$ cat src/rtl/tcsm_pkg.sv
package tcsm_pkg;

  // strobes sent from the slot sequencer to the datapath
  typedef struct packed {
    logic load;  // capture operands, clear result
    logic step;  // process one slot
    logic last;  // the slot being processed is the final one
  } slotStrobe_t;

endpackage

$ cat src/rtl/tcsm_ctrl.sv
module tcsm_ctrl
  import tcsm_pkg::*;
#(
  parameter int SLOTS  = 15,
  parameter int SLOT_W = 4
) (
  input  logic        clk,
  input  logic        rstN,
  input  logic        frameStart,
  output slotStrobe_t strb
);

  logic              busy;
  logic [SLOT_W-1:0] slotIdx;
  logic              atLast;

  assign atLast = (slotIdx == SLOT_W'(SLOTS - 1));

  always_ff @(posedge clk) begin
    if (!rstN) begin
      busy    <= 1'b0;
      slotIdx <= '0;
    end else if (frameStart) begin
      busy    <= 1'b1;
      slotIdx <= '0;
    end else if (busy) begin
      if (atLast) begin
        busy    <= 1'b0;
        slotIdx <= '0;
      end else begin
        slotIdx <= slotIdx + 1'b1;
      end
    end
  end

  always_comb begin
    strb.load = frameStart;
    strb.step = busy && !frameStart;
    strb.last = busy && !frameStart && atLast;
  end

endmodule

$ cat src/rtl/tcsm_datapath.sv
module tcsm_datapath
  import tcsm_pkg::*;
#(
  parameter int MAG_W = 4,
  parameter int SLOTS = 15
) (
  input  logic             clk,
  input  logic             rstN,
  input  slotStrobe_t      strb,
  input  logic [MAG_W-1:0] inMag,
  input  logic             inSign,
  input  logic [MAG_W-1:0] wtMag,
  input  logic             wtSign,
  output logic [MAG_W-1:0] prodMag,
  output logic             prodSign,
  output logic             prodValid
);

  localparam int ACC_W = 2 * MAG_W + 2;

  // spread weight pattern, computed from the weight port at load time
  logic [SLOTS-1:0] wtPattern;
  logic [ACC_W-1:0] wtWide;
  assign wtWide = {{(ACC_W - MAG_W){1'b0}}, wtMag};

  for (genvar k = 0; k < SLOTS; k++) begin : g_slot
    logic [ACC_W-1:0] loNum, hiNum;
    assign loNum = ACC_W'(2 * k) * wtWide + ACC_W'(SLOTS);
    assign hiNum = ACC_W'(2 * (k + 1)) * wtWide + ACC_W'(SLOTS);
    assign wtPattern[k] = (hiNum / ACC_W'(2 * SLOTS)) != (loNum / ACC_W'(2 * SLOTS));
  end

  logic [SLOTS-1:0] wtShift;     // bit 0 is the current slot's weight bit
  logic [MAG_W-1:0] inLeft;      // input slots still to be emitted
  logic             signXor;
  logic [MAG_W-1:0] coinc;
  logic             inStream, wtStream, hit;
  logic [MAG_W-1:0] coincNext;

  assign inStream  = (inLeft != '0);
  assign wtStream  = wtShift[0];
  assign hit       = inStream & wtStream;
  assign coincNext = coinc + MAG_W'(hit);

  always_ff @(posedge clk) begin
    if (!rstN) begin
      wtShift   <= '0;
      inLeft    <= '0;
      signXor   <= 1'b0;
      coinc     <= '0;
      prodMag   <= '0;
      prodSign  <= 1'b0;
      prodValid <= 1'b0;
    end else begin
      prodValid <= 1'b0;
      if (strb.load) begin
        wtShift  <= wtPattern;
        inLeft   <= inMag;
        signXor  <= inSign ^ wtSign;
        coinc    <= '0;
        prodMag  <= '0;
        prodSign <= 1'b0;
      end else if (strb.step) begin
        wtShift <= wtShift >> 1;
        if (inStream) inLeft <= inLeft - 1'b1;
        coinc <= coincNext;
        if (strb.last) begin
          prodMag   <= coincNext;
          prodSign  <= signXor && (coincNext != '0);
          prodValid <= 1'b1;
        end
      end
    end
  end

endmodule

$ cat src/rtl/tcode_synapse_mul.sv
module tcode_synapse_mul
  import tcsm_pkg::*;
#(
  parameter int MAG_W = 4
) (
  input  logic             clk,
  input  logic             rstN,
  input  logic             frameStart,
  input  logic [MAG_W-1:0] inMag,
  input  logic             inSign,
  input  logic [MAG_W-1:0] wtMag,
  input  logic             wtSign,
  output logic [MAG_W-1:0] prodMag,
  output logic             prodSign,
  output logic             prodValid
);

  localparam int SLOTS  = (1 << MAG_W) - 1;
  localparam int SLOT_W = $clog2(SLOTS);

  slotStrobe_t strb;

  tcsm_ctrl #(.SLOTS(SLOTS), .SLOT_W(SLOT_W)) ctrl_i (
    .clk(clk), .rstN(rstN), .frameStart(frameStart), .strb(strb)
  );

  tcsm_datapath #(.MAG_W(MAG_W), .SLOTS(SLOTS)) dp_i (
    .clk(clk), .rstN(rstN), .strb(strb),
    .inMag(inMag), .inSign(inSign), .wtMag(wtMag), .wtSign(wtSign),
    .prodMag(prodMag), .prodSign(prodSign), .prodValid(prodValid)
  );

endmodule

$ cat config.mk
export PLATFORM = sky130hd
export DESIGN_NAME = tcode_synapse_mul
export DESIGN_NICKNAME = d
export VERILOG_FILES = /design/src/rtl/tcsm_pkg.sv /design/src/rtl/tcsm_ctrl.sv /design/src/rtl/tcsm_datapath.sv /design/src/rtl/tcode_synapse_mul.sv
export SDC_FILE = /design/constraint.sdc
export NUM_CORES = 1
export LEC_CHECK = 0
export BUFFER_PORTS_ARGS = -buffer_cell sky130_fd_sc_hd__buf_2
export CORE_MARGIN = 2
export CORE_UTILIZATION = 55
export CTS_BUF_LIST = sky130_fd_sc_hd__clkbuf_16
export CTS_CLUSTER_DIAMETER = 100
export DETAILED_ROUTE_END_ITERATION = 10
export GPL_TIMING_DRIVEN = 1
export PLACE_DENSITY = 0.68
export SETUP_SLACK_MARGIN = 0.15
export SLEW_MARGIN = 20
export SYNTH_ARGS = -nofsm -noshare
export SYNTH_HDL_FRONTEND = slang
export SYNTH_SLANG_ARGS = --single-unit
$ cat constraint.sdc
create_clock -name clk -period 7.8 [get_ports clk]
set_input_delay 0.78 -clock clk [delete_from_list [all_inputs] [get_ports clk]]
set_output_delay 0.78 -clock clk [all_outputs]
set_load 0.05 [all_outputs]
==> results.txt <==
Status - finished, final reports clean
Drt pass-1 iters - 6
Data required, critical path - 8.01 ns
Crit. End Element - register
Type of the worst min-delay path - reg -> reg
Share of cells above drive strength 1 - 0.0941
ANT cells - 0
GRT overflow - 0
Peak VDD IR - 143 µV
Clock Path Buffers - 2
Starting Density - 0.565
Cts repair resizes - 0
Vias in the first global route - 9,163
Global Route Usage Sum - 0.308
Synth async-reset ratio - 0
DRC - 0
Max H-tree Level - 2
Final Hold Fails - 0
Min Clock Period, post-route - 6.39 ns
Via density - 6.59
Cell Rows - 48
Yosys reg bits - 35
TritonCTS Buffers - 5
Die height - 138 µm
Final core occ - 0.584
Register area share after synthesis - 0.0715
Buf+Inv Stages, Crit Path - 3
Crit path DAT - 6.60 ns
Slew Viols, Final - 0
Clock sink count - 35
Fillers - 1,720
Area of the multi-input gates - 0.00860 mm²
Core ar. - 0.0174 mm²
Worst-skew pair later-pin latency - 0.28 ns
Slowest Stage Delay on Critical Path - 0.54 ns
1st-iter DRT viols - 856
Power Total - 2340 µW
GPL Wtd Cong - 0.981
Chip Width - 138 µm
Initial antenna violation count - 0
Crit path cell chain - buf_2 -> clkinv_1 -> ha_1 -> ha_1 -> inv_1 -> fa_1 -> xor2_1 -> nor3_1 -> or2_2 -> a21boi_1 -> nor2_1 -> o32ai_2 -> a21boi_1 -> o311a_1 -> a311o_1 -> mux2i_1 -> xnor2_1 -> a31oi_1
Yosys warns - 0
Largest net degree at the start of global routing - 43
FF+latch area - 701 µm²
Synth Net Count - 1,474
Routed len/inst - 18.7 µm
Fmax achieved - 0.156 GHz
Inst Count DP - 1,577
Delay-heaviest family, CP - compound AO/OA/AOI/OAI gates
Fin cells - 1,585
RSZ-0062 raised after global routing - no
Post-route ant nets - 0
CP Class - in -> reg
CTS root buf - clkbuf_16
Cts hold-fix bufs - 0
Die area - 0.0189 mm²
Ys flop type - dfxtp_1
Clock-pin slew on the worst setup and hold paths - 0.06 ns
R2R Setup Slk - 5.28 ns
Final wirelength - 29,700 µm
Final period util - 0.820
Setup TNS - 0 ns
Cell Pwr Density - 231 mW/mm²
Worst-path maximum fanout - 17
Gate Count Post-Synth - 1,394
TritonCTS clock tree - done
Startpoint Class - primary input
Relative slew margins - 0.303
CP max stage cell - ha_1
First-pass GRT wire length - 47,200 µm
EDFF count, synth - 0
Detailed placement HPWL - 22,700 µm
Synth Area per Inst - 7.03 µm²
Max cap viols - 0
Synthesis-to-finish area growth - 3.42%
Post-Syn Area - 0.00981 mm²
Leakage - 0.00394 µW
Post-CTS Repair Setup Buffers - 0
Io pins - 19
Routed via count - 10,400
Worst-Margin Slew - 1.04 ns
Port Buffer Count - 18
Clk_skew - 0.00378 ns
Final net count - 1,439
Setup Viol. Count Final - 0
Synth cell types - 106
[per-stage QoR]
stage	instance area (µm²)	setup WS, ns	hold WS [ns]
after floorplan	9810	1.96	0.467
after global placement	9970	1.19	0.483
after detailed placement	9970	1.16	0.494
after CTS	10100	1.46	0.508
after global routing	10100	0.783	0.533
final	10100	1.41	0.503
[report_power, final]
group	total (µW)	internal [µW]	leakage [µW]	switching, µW
sequential	213	198	0.000288	14.7
combinational	1900	740	0.00357	1160
clock	233	151	0.0000838	82.3
total	2340	1090	0.00394	1260
[placed cells by master (no fill, tap or decap), types with 35 or more instances in the layout]
cell / synthesis / layout
dfxtp_1: 35 / 35
o21ai_0: 99 / 99
xor2_1: 47 / 47
nor2_1: 135 / 135
ha_1: 56 / 55
xnor2_1: 95 / 95
nand2_1: 129 / 129
a21oi_1: 91 / 91
inv_1: 41 / 41
nand3_1: 45 / 45
[cell usage after synthesis (20+ instances only)]
cell type | n | area, µm²
nor2_1 | 135 | 507
clkbuf_1 | 51 | 191
inv_1 | 41 | 154
nand3_1 | 45 | 225
a211oi_1 | 20 | 150
xor2_1 | 47 | 412
mux2i_1 | 23 | 230
dfxtp_1 | 35 | 701
o21ai_0 | 99 | 495
a21o_1 | 21 | 158
xnor2_1 | 95 | 832
nand2_1 | 129 | 484
nor3_1 | 32 | 160
a31oi_1 | 26 | 163
ha_1 | 56 | 701
a21oi_1 | 91 | 455
[flip-flops by register name, summed over array words and instances, names as in the netlist]
signal,cells
ctrl_i.busy,1
ctrl_i.slotIdx,4
dp_i.coinc,4
dp_i.inLeft,4
dp_i.prodMag,4
dp_i.prodSign,1
dp_i.prodValid,1
dp_i.signXor,1
dp_i.wtShift,15
[layout make-up]
cell class,instances,share of cell area
sequential,35,0.0691
inverter,43,0.0159
clock buffer,5,0.0123
tap,225,0.0278
multi-input combinational,1237,0.848
timing repair buffer,37,0.0229
clock inverter,3,0.00432
[worst register-to-register path, cell delays in order, from the launching register on]
cell	delay (ns)
dfxtp_1	1.01
mux2_2	0.42
o21ai_0	0.46
and3b_1	0.24
nor3_1	0.17
nand3_1	0.10
[final timing paths]
| check | startpoint | endpoint | depth (start not counted) |
|---|---|---|---|
| max | wtMag[2] | dp_i.wtShift[12] | 18 |
| min reg2reg | dp_i.prodMag[1] | dp_i.prodMag[1] | 2 |
| max reg2reg | ctrl_i.busy | dp_i.wtShift[11] | 5 |
| min | dp_i.prodMag[1] | dp_i.prodMag[1] | 2 |
[per-layer routing]
metal	up-vias	wire, µm	track usage
met1	4884	13400	0.422
met3	66	1750	0.0221
met4	0	1070	0.114
met2	353	13500	0.505
met5	-	0	0
li1	5139	-	-
[logic make-up after synthesis]
logic type | count (synthesis) | share of synthesized area
and+or+nand+nor | 501 | 0.256
muxes | 44 | 0.0491
adders and majority gates | 68 | 0.0949
AOI/OAI and AO/OA | 478 | 0.341
xor gates and xnor gates | 146 | 0.135
buffers and inverters | 122 | 0.0522
DFF | 35 | 0.0715
Power figures use the tool's default switching activity.
